--- src/rtl/qenc_pkg.sv ---
package qenc_pkg;

    localparam int ADDR_W = 5;

    localparam logic [ADDR_W-1:0] OFS_CTRL = 5'h00;
    localparam logic [ADDR_W-1:0] OFS_SRC  = 5'h04;
    localparam logic [ADDR_W-1:0] OFS_FLAG = 5'h08;
    localparam logic [ADDR_W-1:0] OFS_CNT  = 5'h0C;
    localparam logic [ADDR_W-1:0] OFS_RLD  = 5'h10;

    localparam int CTRL_EN  = 0;
    localparam int CTRL_DIR = 1;
    localparam int CTRL_PRE = 2;

    typedef enum logic [2:0] {
        SRC_CLOCK = 3'd0,
        SRC_A_CNT = 3'd1,
        SRC_B_CNT = 3'd2,
        SRC_QUAD  = 3'd3
    } src_e;

    typedef struct packed {
        logic step;
        logic up;
    } step_t;

    function automatic logic is_enc(input logic [2:0] m);
        return (m == SRC_A_CNT) || (m == SRC_B_CNT) || (m == SRC_QUAD);
    endfunction

endpackage

--- src/rtl/qenc_filter.sv ---
module qenc_filter #(
    parameter int FILT_LEN = 4
) (
    input  logic clk,
    input  logic rst,
    input  logic din,
    output logic dout
);
    localparam int CW = $clog2(FILT_LEN + 1);

    logic [1:0]    sync_q;
    logic [CW-1:0] run_q;
    logic          filt_q;

    always_ff @(posedge clk) begin
        if (rst) begin
            sync_q <= '0;
            run_q  <= '0;
            filt_q <= 1'b0;
        end else begin
            sync_q <= {sync_q[0], din};
            if (sync_q[1] != filt_q) begin
                if (run_q == CW'(FILT_LEN - 1)) begin
                    filt_q <= sync_q[1];
                    run_q  <= '0;
                end else begin
                    run_q <= run_q + CW'(1);
                end
            end else begin
                run_q <= '0;
            end
        end
    end

    assign dout = filt_q;

    // the filtered level only ever moves to the synchronised level
    assert_filter_follows_R6: assert property (@(posedge clk) disable iff (rst)
        !$stable(filt_q) |-> (filt_q == $past(sync_q[1])));

endmodule

--- src/rtl/qenc_decoder.sv ---
module qenc_decoder
    import qenc_pkg::*;
(
    input  logic       clk,
    input  logic       rst,
    input  logic       a,
    input  logic       b,
    input  logic [2:0] src,
    input  logic       sw_dir,
    output step_t      st
);
    logic prev_a, prev_b;
    logic da, db;

    always_ff @(posedge clk) begin
        if (rst) begin
            prev_a <= 1'b0;
            prev_b <= 1'b0;
        end else begin
            prev_a <= a;
            prev_b <= b;
        end
    end

    assign da = a ^ prev_a;
    assign db = b ^ prev_b;

    always_comb begin
        case (src)
            SRC_A_CNT: begin
                st.step = da;
                st.up   = a ^ b;
            end
            SRC_B_CNT: begin
                st.step = db;
                st.up   = ~(a ^ b);
            end
            SRC_QUAD: begin
                st.step = da ^ db;
                st.up   = da ? (a ^ b) : ~(a ^ b);
            end
            default: begin
                st.step = 1'b1;
                st.up   = ~sw_dir;
            end
        endcase
    end

    // a double change in quadrature mode never yields a step
    assert_double_change_R5: assert property (@(posedge clk) disable iff (rst)
        (src == SRC_QUAD && da && db) |-> !st.step);

endmodule

--- src/rtl/qenc_core.sv ---
module qenc_core
    import qenc_pkg::*;
#(
    parameter int W = 16
) (
    input  logic         clk,
    input  logic         rst,
    input  logic         en,
    input  step_t        st,
    input  logic         cnt_wr,
    input  logic         rl_wr,
    input  logic         preload,
    input  logic [W-1:0] wdata,
    output logic [W-1:0] cnt,
    output logic [W-1:0] shadow,
    output logic         hit,
    output logic         wrap
);
    logic [W-1:0] active;
    logic         adv;

    assign adv = en && st.step && !cnt_wr;
    assign hit = adv && (st.up ? (cnt == active) : (cnt == '0));

    always_ff @(posedge clk) begin
        if (rst) begin
            cnt    <= '0;
            active <= '1;
            shadow <= '1;
            wrap   <= 1'b0;
        end else begin
            wrap <= hit;
            if (cnt_wr) begin
                cnt <= wdata;
            end else if (adv) begin
                if (st.up) cnt <= (cnt == active) ? '0 : cnt + W'(1);
                else       cnt <= (cnt == '0) ? active : cnt - W'(1);
            end
            if (rl_wr) begin
                shadow <= wdata;
                if (!preload) active <= wdata;
            end
            if (hit && preload) active <= shadow;
        end
    end

    assert_wrap_up_R8: assert property (@(posedge clk) disable iff (rst)
        (en && st.step && st.up && !cnt_wr && cnt == active) |=> (cnt == '0 && wrap));

    assert_wrap_down_R9: assert property (@(posedge clk) disable iff (rst)
        (en && st.step && !st.up && !cnt_wr && cnt == '0) |=> (cnt == $past(active) && wrap));

    assert_sw_write_wins_R12: assert property (@(posedge clk) disable iff (rst)
        cnt_wr |=> (cnt == $past(wdata)));

    assert_hold_disabled_R14: assert property (@(posedge clk) disable iff (rst)
        (!en && !cnt_wr) |=> $stable(cnt));

endmodule

--- src/rtl/qenc_counter.sv ---
module qenc_counter
    import qenc_pkg::*;
#(
    parameter int W        = 16,
    parameter int FILT_LEN = 4
) (
    input  logic              clk,
    input  logic              rst,
    input  logic              bus_wr,
    input  logic [ADDR_W-1:0] bus_addr,
    input  logic [W-1:0]      bus_wdata,
    output logic [W-1:0]      bus_rdata,
    input  logic              enc_a,
    input  logic              enc_b,
    output logic              wrap_pulse
);
    logic [1:0] raw, filt;
    logic       en_q, dir_q, pre_q, flag_q;
    logic [2:0] src_q;
    step_t      st;
    logic [W-1:0] cnt, shadow;
    logic       hit;
    logic       wr_ctrl, wr_src, wr_flag, wr_cnt, wr_rld;

    assign raw = {enc_b, enc_a};

    for (genvar i = 0; i < 2; i++) begin : g_trk
        qenc_filter #(.FILT_LEN(FILT_LEN)) u_filt (
            .clk (clk),
            .rst (rst),
            .din (raw[i]),
            .dout(filt[i])
        );
    end

    qenc_decoder u_dec (
        .clk   (clk),
        .rst   (rst),
        .a     (filt[0]),
        .b     (filt[1]),
        .src   (src_q),
        .sw_dir(dir_q),
        .st    (st)
    );

    assign wr_ctrl = bus_wr && (bus_addr == OFS_CTRL);
    assign wr_src  = bus_wr && (bus_addr == OFS_SRC);
    assign wr_flag = bus_wr && (bus_addr == OFS_FLAG);
    assign wr_cnt  = bus_wr && (bus_addr == OFS_CNT);
    assign wr_rld  = bus_wr && (bus_addr == OFS_RLD);

    qenc_core #(.W(W)) u_core (
        .clk    (clk),
        .rst    (rst),
        .en     (en_q),
        .st     (st),
        .cnt_wr (wr_cnt),
        .rl_wr  (wr_rld),
        .preload(pre_q),
        .wdata  (bus_wdata),
        .cnt    (cnt),
        .shadow (shadow),
        .hit    (hit),
        .wrap   (wrap_pulse)
    );

    always_ff @(posedge clk) begin
        if (rst) begin
            en_q   <= 1'b0;
            dir_q  <= 1'b0;
            pre_q  <= 1'b0;
            src_q  <= '0;
            flag_q <= 1'b0;
        end else begin
            if (wr_ctrl) begin
                en_q  <= bus_wdata[CTRL_EN];
                pre_q <= bus_wdata[CTRL_PRE];
                if (!is_enc(src_q)) dir_q <= bus_wdata[CTRL_DIR];
            end
            if (is_enc(src_q) && en_q && st.step) dir_q <= ~st.up;
            if (wr_src) src_q <= bus_wdata[2:0];
            if (wr_flag && bus_wdata[0]) flag_q <= 1'b0;
            if (hit) flag_q <= 1'b1;
        end
    end

    always_comb begin
        bus_rdata = '0;
        case (bus_addr)
            OFS_CTRL: begin
                bus_rdata[CTRL_EN]  = en_q;
                bus_rdata[CTRL_DIR] = dir_q;
                bus_rdata[CTRL_PRE] = pre_q;
            end
            OFS_SRC:  bus_rdata[2:0] = src_q;
            OFS_FLAG: bus_rdata[0]   = flag_q;
            OFS_CNT:  bus_rdata      = cnt;
            OFS_RLD:  bus_rdata      = shadow;
            default:  bus_rdata      = '0;
        endcase
    end

    // the flag is always set while the wrap pulse is out
    assert_flag_on_wrap_R11: assert property (@(posedge clk) disable iff (rst)
        wrap_pulse |-> flag_q);

    // in encoder modes the direction bit follows the decoded step
    assert_hw_dir_R13: assert property (@(posedge clk) disable iff (rst)
        (is_enc(src_q) && en_q && st.step) |=> (dir_q == !$past(st.up)));

endmodule

--- config.mk ---
export PLATFORM = sky130hd
export DESIGN_NAME = qenc_counter
export DESIGN_NICKNAME = d
export VERILOG_FILES = /design/src/rtl/qenc_pkg.sv /design/src/rtl/qenc_filter.sv /design/src/rtl/qenc_decoder.sv /design/src/rtl/qenc_core.sv /design/src/rtl/qenc_counter.sv
export SDC_FILE = /design/constraint.sdc
export NUM_CORES = 1
export LEC_CHECK = 0
export BUFFER_PORTS_ARGS = -buffer_cell sky130_fd_sc_hd__buf_4
export CORE_UTILIZATION = 36
export CTS_BUF_LIST = sky130_fd_sc_hd__clkbuf_4 sky130_fd_sc_hd__clkbuf_8
export DETAILED_ROUTE_END_ITERATION = 12
export GPL_TIMING_DRIVEN = 0
export PLACE_DENSITY = 0.54
export RECOVER_POWER = 50
export SLEW_MARGIN = 30
export SYNTH_ARGS = -nofsm -noshare
export SYNTH_HDL_FRONTEND = slang
export SYNTH_SLANG_ARGS = --single-unit
--- constraint.sdc ---
create_clock -name clk -period 3 [get_ports clk]
set_input_delay 0.6 -clock clk [delete_from_list [all_inputs] [get_ports clk]]
set_output_delay 0.6 -clock clk [all_outputs]
set_load 0.005 [all_outputs]
==> results of run 1 <==
==> layout make-up <==
| cell class | count | area, µm² |
|---|---|---|
| Buffer | 44 | 205.2 |
| Clock buffer | 10 | 131.4 |
| Clock inverter | 6 | 68.82 |
| Fill cell | 1179 | 6575 |
| Inverter | 12 | 45.04 |
| Multi-Input combinational cell | 401 | 2723 |
| Sequential cell | 70 | 1401 |
| Tap cell | 143 | 178.9 |
| Timing Repair Buffer | 38 | 285.3 |
==> registers in the layout (all words and copies together) (netlist names) <==
name	flops
u_core.active	16
u_core.cnt	16
u_core.shadow	16
g_trk.u_filt.run_q	6
g_trk.u_filt.sync_q	4
src_q	3
g_trk.u_filt.dout	2
dir_q	1
en_q	1
flag_q	1
pre_q	1
u_core.wrap	1
u_dec.prev_a	1
u_dec.prev_b	1
==> final timing paths <==
kind | end | slack, ns
worst max-delay path | bus_rdata[13] | 0.14
worst min-delay path | g_trk[1].u_filt.run_q[0] | 0.42
worst max register to register | u_core.active[12] | 0.23
worst min register to register | g_trk[1].u_filt.run_q[0] | 0.42
==> where the power goes <==
part	leakage (µW)	internal, µW	total (µW)	switching (µW)
clock	0.000101	399	811	412
sequential	0.000567	939	948	9.14
combinational	0.00141	77.4	196	119
==> worst register-to-register path: stages, from the launching register on <==
cell                       delay, ns
sky130_fd_sc_hd__dfxtp_1        0.45
sky130_fd_sc_hd__xor2_1         0.33
sky130_fd_sc_hd__a21oi_1        0.11
sky130_fd_sc_hd__o21ai_0        0.57
sky130_fd_sc_hd__and2_0         0.21
sky130_fd_sc_hd__clkbuf_1       0.32
sky130_fd_sc_hd__nand4_4        0.27
sky130_fd_sc_hd__buf_6          0.24
sky130_fd_sc_hd__mux2i_1        0.19
==> synthesized netlist by cell type (6+ instances only) <==
library cell	instances
sky130_fd_sc_hd__dfxtp_1	70
sky130_fd_sc_hd__nor2_1	65
sky130_fd_sc_hd__nand2_1	53
sky130_fd_sc_hd__clkbuf_1	29
sky130_fd_sc_hd__mux2i_1	29
sky130_fd_sc_hd__nand3_1	29
sky130_fd_sc_hd__xor2_1	27
sky130_fd_sc_hd__xnor2_1	21
sky130_fd_sc_hd__mux2_2	17
sky130_fd_sc_hd__a22o_1	14
sky130_fd_sc_hd__inv_1	12
sky130_fd_sc_hd__a22oi_1	10
sky130_fd_sc_hd__nor4_1	9
sky130_fd_sc_hd__nor2b_1	8
sky130_fd_sc_hd__nor3_1	8
sky130_fd_sc_hd__or3_1	8
sky130_fd_sc_hd__a21oi_1	7
sky130_fd_sc_hd__and3_1	7
sky130_fd_sc_hd__ha_1	7
sky130_fd_sc_hd__nand4_1	7
sky130_fd_sc_hd__a211o_1	6
sky130_fd_sc_hd__and2_1	6
sky130_fd_sc_hd__buf_2	6
sky130_fd_sc_hd__nand2b_1	6
sky130_fd_sc_hd__o211ai_1	6
sky130_fd_sc_hd__o21ai_0	6
==> stage by stage <==
step                      power (µW)  cell area, µm²
after detailed placement        1162            4825
final                           1955            5039
after floorplan                 1082            4360
after global placement          1161            4825
after global routing            2025            5039
after CTS                       1959            5026
==> per-layer routing <==
layer / up-vias / share of wire, % / routed length (µm) / global-route usage, %
met5: - / 0 / 0 / 0
met4: 0 / 1.4 / 187 / 6.756
met3: 13 / 7.5 / 1008 / 4.104
met2: 143 / 45 / 6055 / 34.16
met1: 1927 / 46 / 6256 / 31.49
li1: 1964 / - / - / -
==> cell families after synthesis <==
kind of cell / synth area share, %
and+or+nand+nor: 24.62
AOI/OAI and AO/OA: 14.55
DFF: 32.14
buffers and inverters: 5.681
xor gates and xnor gates: 9.641
muxes: 11.36
adders and majority gates: 2.009
==> timing repair <==
item	4_1_cts	5_1_grt
gates resized for setup	1	4
setup buffers	0	0
hold buffers	0	0
cloned	0	0
endpoints found under the setup margin	10	21
==> results.md, run 1 <==
- The number of hold-slack violations in the final timing report is 0.
- The sequential-to-total area share from yosys stat is approximately a third.
- For this run the aggregate overflow at the end of global routing stands at 0.
- The floorplan has 39 rows.
- The final reports fail on design-rule violations.
- The H-tree generated during clock tree synthesis spans 3 levels.
- The maximum number of pins on one net before global-route repair is 14.
- The kind of end point of the critical path is an output pin.
- The number of clock sinks is 70.
- Of all flip-flops after synthesis, the portion carrying an async set or reset was 0%.
- The count of final setup violators is 0.
- The number of antenna repair diodes is 0.
- The die is between 100 and 150 µm tall.
- At the pin with the least slew margin, the transition time is about 0.7 ns.
- The detailed-route wire length per cell is about 19 µm.
- The area growth from synthesis to layout is 15.55%.
- The worst reg2reg path depth is 8.
- The number of antenna violations at the first check in global routing is 0.
- The HPWL after detailed placement is approximately 10 mm.
- Across every metal layer, demand over resource in global routing totals approximately 22%.
- The buffer levels on the longest clock path is 2.
- The worst-case IR drop observed on VDD is ~260 µV.
- For the finished layout, the period the worst path requires is ~2.9 ns.
- The vias after detailed routing is 4047.
- During I/O placement, the number of pins put on the boundary was 43.
- The root buffer cell chosen for the clock tree is sky130_fd_sc_hd__clkbuf_8.
- The critical path depth is 7.
- The most instantiated flip-flop cell in the synthesis netlist is sky130_fd_sc_hd__dfxtp_1.
- The source of the worst register-to-register timing path is g_trk[0].u_filt.dout.
- Across all hold checks on the routed design, the worst slack comes to between 0.4 and 0.5 ns.
- In this run the most critical hold path is launched from g_trk[1].u_filt.run_q[0].
- Across the run, the number of max-cap violations was 0.
- The die is between 100 and 150 µm wide.
- The starting density of the core is 37.55%.
- The sum of negative setup slack is 0 ns.
- The flow ran to the end, but the final reports show violations.
- The cell type contributing the most total cell area after synthesis is sky130_fd_sc_hd__dfxtp_1.
- The number of buffers added on ports is 38.
- Ranked by total cell area, the synthesized netlist is headed by sky130_fd_sc_hd__dfxtp_1 32%, sky130_fd_sc_hd__mux2i_1 6.7%, sky130_fd_sc_hd__nor2_1 5.6%.
- The count of TritonRoute iterations in the first routing pass is 10.
- Once layout is complete, the utilization of the core stands at a little over two fifths.
- The total of flip-flops plus latches after synthesis is 70.
- The critical path launch point type is an input pin.
- Setup slack closes at between 0.1 and 0.15 ns.
- Synthesis instantiated 55 different standard cells from the library.
- The TritonCTS clock tree is done.
- The required time of the worst setup path is approximately 2.4 ns.
- The final worst-path cycle share is a little over nine tenths.
- The count of flip-flops with a built-in enable after synthesis is 0.
- After detailed routing, the number of remaining DRC violations is 1.
- In the layout the commonest cells are 70 x sky130_fd_sc_hd__dfxtp_1, 65 x sky130_fd_sc_hd__nor2_1, 53 x sky130_fd_sc_hd__nand2_1.
- The type of the worst setup path is in -> out.
- In this run the worst setup path begins at bus_addr[2].
- Counting instances, the worst hold path has a depth of 1.
- The wire length reported by the detailed router is ~14 mm.
- The leakage power figure is about 0.0021 µW.
- The area of the die is approximately 13000 µm².
- The critical path arrival is between 2 and 2.5 ns.
- Synthesis produced a netlist whose cell count is roughly 530.
- The most frequent cell on the critical path is sky130_fd_sc_hd__clkbuf_1.
- The tightest min-delay check is of the reg -> reg type.
- The worst slew slack as a fraction of its limit is between 50% and 60%.
- The most frequent standard cell in the layout excluding fill and tap cells is sky130_fd_sc_hd__dfxtp_1.
- In this run the standard cell core region covers 11610 µm².
- The biggest cell delay along the critical path is 0.36 ns.
- Across the routed clock network, the largest skew measured is 0.007261 ns.
- The number of max-slew violations in the final report is 0.
- The Yosys warning count is 0.
- The largest individual stage delay along the critical path comes from the cell sky130_fd_sc_hd__nor4_2.
- The highest net fanout along the worst path is 10.
- Setup repair after global routing could not meet its margin everywhere.
- The clock latency of the later-clocked register in the worst-skew pair is between 0.3 and 0.4 ns.
- The synthesized area is 4360 µm².
- After synthesis, the largest area contributor takes up approximately 32% of total cell area.
- The net count reported at finish is roughly 610.
- Counting tap cells, the placed design contains a total of roughly 700 instances.
- The cell family with the largest share of critical-path delay is buffers and inverters.
- The sum of buffers and inverters on the critical path is 4.
- The mean instance size in the synthesized netlist is 8.274 µm².
- The final non-filler cell total is slightly above 700.
- After detailed routing, the number of vias per cell comes to between 5 and 6.
- Walking the worst path, the cells encountered are clkbuf_1 > nor4_2 > and2_1 > clkbuf_1 > clkbuf_2 > a22o_1 > buf_4.
- The number of global-route vias before repair is 3768.
- The antenna violation net count after detailed routing is 0.
- The detailed router finished its first iteration with 303 violations.
- The maximum achievable frequency is roughly 0.35 GHz.
- The post-CTS clock slew at the launch and capture registers of the worst setup and hold paths is roughly 0.08 ns.
- Synthesis produced a netlist with a net count of 560.
- The first global-routing pass estimated ~21 mm of wire.
- Before CTS, the worst setup slack after placement is -0.08807 ns.
- Routability-driven placement finished with a final weighted congestion of between 0.8 and 0.9.
- In this run, CTS created clock tree buffers numbering 9.
- The fraction of final layout cells with drive strength greater than 1 is between 15 and 20%.
- The power density normalized to cell area is approximately 390 nW/µm².
Power figures use the tool's default switching activity.
==> inputs of run 2 (changes only) <==
--- a/config.mk
+++ b/config.mk
@@ -6,11 +6,11 @@
 export NUM_CORES = 1
 export LEC_CHECK = 0
 export BUFFER_PORTS_ARGS = -buffer_cell sky130_fd_sc_hd__buf_4
-export CORE_UTILIZATION = 36
+export CORE_UTILIZATION = 56
 export CTS_BUF_LIST = sky130_fd_sc_hd__clkbuf_4 sky130_fd_sc_hd__clkbuf_8
 export DETAILED_ROUTE_END_ITERATION = 12
 export GPL_TIMING_DRIVEN = 0
-export PLACE_DENSITY = 0.54
+export PLACE_DENSITY = 0.8
 export RECOVER_POWER = 50
 export SLEW_MARGIN = 30
 export SYNTH_ARGS = -nofsm -noshare
==> constraint.sdc (replaced) <==
create_clock -name clk -period 2.46 [get_ports clk]
set_input_delay 0.492 -clock clk [delete_from_list [all_inputs] [get_ports clk]]
set_output_delay 0.492 -clock clk [all_outputs]
set_load 0.005 [all_outputs]
==> results.md, run 2 (synthesis results as in run 1) <==
- The highest net fanout along the worst path is 9 (-1).
- The number of global-route vias before repair is 4138 (+9.8%).
- The kind of end point of the critical path is an output pin.
- The largest registers in the layout are u_core.active x16, u_core.cnt x16, u_core.shadow x16.
- The most congested layer reported by global routing is met2.
- The wire length reported by the detailed router was 13.43 mm (-0.55%).
- The register share of total power came to 46.8% (-1.7 points).
- The smallest clock period supported by the final layout is computed as roughly 2.4 ns.
- The leakage power figure is 0.002158 µW (+3.7%).
- The number of antenna violations at the first check in global routing was 0 (unchanged).
- The internal power contribution came to 1820 µW (+29%).
- The number of max-slew violations in the final report came to 0 (unchanged).
- The required time of the worst setup path was 1.97 ns (-0.43 ns).
- The signal on the critical path passes through clkbuf_1 > mux2_2 > nand2_1 > o21ai_0 > a222oi_1 > inv_1 > buf_4.
- The global placer's final weighted congestion is 0.9579 (+13%).
- The top cell types in the final layout, fill and taps aside, are 70 x sky130_fd_sc_hd__dfxtp_1, 64 x sky130_fd_sc_hd__nor2_1, 53 x sky130_fd_sc_hd__nand2_1.
- The maximum number of pins on one net before global-route repair is 14 (unchanged).
- The pre-CTS worst setup slack is -0.4841 ns (-0.3960 ns).
- In this run the worst hold path is classified as in -> reg.
- The fraction of power consumed by the clock network is 43.3% (+1.8 points).
- The number of buffers created by CTS came to 9 (unchanged).
- The number of antenna repair diodes is 0 (unchanged).
- The total global routing overflow is 0 (unchanged).
- The met1 capacity usage during global routing is 45.97% (+14 points).
- The met3 track demand over resource came to 5.415% (+1.3 points).
- The critical path arrival is 1.92 ns (-0.34 ns).
- The relative contribution of combinational cells to total power is 10.0% (about the same).
- The average vias per placed instance is 6.364 (+14%).
- The library cell used most frequently in the layout, excluding fill and tap cells, is sky130_fd_sc_hd__dfxtp_1.
- The cell family with the largest share of critical-path delay is buffers and inverters.
- The max-cap check violation count is 0 (unchanged).
- The worst-case setup margin in the final layout is 0.05209 ns (-0.08454 ns).
- The HPWL after detailed placement was 9.406 mm (-5.7%).
- The net count reported at finish came to 614 (+0.82%).
- The number of buffers inserted by hold repair at cts is 0 (unchanged).
- The global-route total usage across every layer was 33.78% (+12 points).
- The post-route cell area is 5112 µm² (+1.5%).
- The switching part of the total is 26.48% (-1.1 points).
- Setup repair after global routing could not meet its margin everywhere.
- The starting density of the core was 58.86% (+21 points).
- The peak supply drop was 373.3 µV (+46%).
- The met2 capacity usage during global routing is 53.31% (+19 points).
- The sum of buffers and inverters on the critical path is 3 (-1).
- The area of the die came to 8143 µm² (-35%).
- The first-pass GRT wire length is 21.41 mm (+0.52%).
- The worst path uses a little over nine tenths of the clock period.
- The die width is 90.24 µm (-19%).
- On the critical path, the stage with the largest delay is an instance of sky130_fd_sc_hd__mux2_2.
- The measured slew at the worst slew-check pin is 0.6402 ns (-0.03971 ns).
- The setup skew after layout is 0.008392 ns (+0.001130 ns).
- The power spent charging and discharging nets came to 655.3 µW (+21%).
- The placeable core region is 7408 µm² (-36%).
- The sum of negative setup slack was 0 ns (unchanged).
- The fraction of final layout cells with drive strength greater than 1 was 18.97% (+3.1 points).
- The synthesis-to-layout area growth is 17.25%.
- The power density normalized to cell area is 484.1 nW/µm² (+25%).
- The final hold slack is 0.3474 ns (-0.07662 ns).
- The cell at the root of the clock tree is sky130_fd_sc_hd__clkbuf_8.
- The number of hold-slack violations in the final timing report was 0 (unchanged).
- The run finished with clean final reports.
- The biggest cell delay along the critical path is 0.39 ns (+0.03 ns).
- TritonCTS built the clock tree.
- The antenna violation net count after detailed routing is 0 (unchanged).
- The number of buffers added on ports is 38 (unchanged).
- The type of the worst setup path is in -> out.
- The worst setup path is launched from an input pin.
- The post-detailed-route DRC marker count is 0 (-1).
- The count of routing violations after the opening detailed-route iteration is 644 (+110%).
- The vias after detailed routing was 4353 (+7.6%).
- The count of final setup violators was 0 (unchanged).
- The post-CTS clock slew at the launch and capture registers of the worst setup and hold paths is 0.08 ns (about the same).
- The depth of the CTS H-tree is 3 (unchanged).
- The buffer levels on the longest clock path is 2 (unchanged).
- The clock latency of the later-clocked register in the worst-skew pair is 0.36 ns (about the same).
- The worst slew slack as a fraction of its limit came to 57.32% (+3.1 points).
- The die boundary height came to 90.24 µm (-19%).
- The count of TritonRoute iterations in the first routing pass was 5 (-5).
- The cell area after placement came to 4770 µm² (-1.1%).
- The number of clock sinks was 70 (unchanged).
- The maximum achievable frequency is just over 0.4 GHz.
- The boundary pin count came to 43 (unchanged).
- The number of standard-cell rows in the floorplan is 31 (-21%).
- The detailed-route wire length per cell came to 19.64 µm (+5.3%).
## run 2: cell types whose count changed in the layout (fill, tap and decap cells not counted), sizes merged
| cell | before | now |
|---|---|---|
| buf | 51 | 59 |
| bufinv | 1 | 2 |
| clkbuf | 41 | 37 |
| clkinvlp | 1 | 0 |
## run 2: path summary, 6_finish.rpt
| check | cells after the start | endpoint | from | slack, ns |
|---|---|---|---|---|
| worst min-delay path | 2 | g_trk[1].u_filt.sync_q[0] | enc_b | 0.35 |
| worst max register to register | 7 | u_core.cnt[13] | u_core.cnt[7] | 0.06 |
| worst max-delay path | 7 | bus_rdata[0] | bus_addr[2] | 0.05 |
| worst min register to register | 1 | g_trk[0].u_filt.run_q[0] | g_trk[0].u_filt.run_q[0] | 0.42 |
## run 2: worst reg2reg max path: stages, from the launching register on
cell and delay [ns]:
sky130_fd_sc_hd__dfxtp_1 0.31, sky130_fd_sc_hd__buf_2 0.20, sky130_fd_sc_hd__or4_1 0.51, sky130_fd_sc_hd__or4_1 0.55
sky130_fd_sc_hd__nor2_1 0.12, sky130_fd_sc_hd__a21oi_1 0.07, sky130_fd_sc_hd__or4_1 0.47, sky130_fd_sc_hd__o211ai_1 0.10
## run 2: power groups by stage
stage	combinational (µW)	sequential [µW]	clock [µW]
3_5_place_dp	230	1180	0
6_report	247	1160	1070
3_3_place_gp	226	1180	0
5_1_grt	261	1160	1120
4_1_cts	235	1160	1070
2_1_floorplan	140	1180	0
## run 2: timing repair
item,CTS,global route
setup buffers,6,3
hold endpoints to repair,0,0
setup endpoints to repair,30,41
pin swaps,2,3
gates resized for setup,13,10
## run 2: per-stage QoR
step / total power [µW] / utilization [%] / cells
CTS: 2458 / 68.32 / 683
floorplan: 1319 / - / 527
detailed placement: 1412 / 64.38 / 664
finish: 2475 / 69.01 / 684
global placement: 1408 / 64.38 / 664
global route: 2536 / 69.01 / 684
## run 2: layout make-up
| type | instances | area, µm² |
|---|---|---|
| clock buffer | 9 | 123.9 |
| sequential | 70 | 1401 |
| inverter | 12 | 45.04 |
| clock inverter | 6 | 95.09 |
| buffer | 40 | 210.2 |
| fill | 593 | 2296 |
| multi-input combinational | 401 | 2760 |
| tap | 99 | 123.9 |
| timing repair buffer | 47 | 352.8 |
## run 2: per-layer routing
layer / vias to the layer above / share of wire, %
li1: 1978 / -
met1: 2053 / 42
met2: 276 / 45
met3: 46 / 10
met4: 0 / 3.1
met5: - / 0
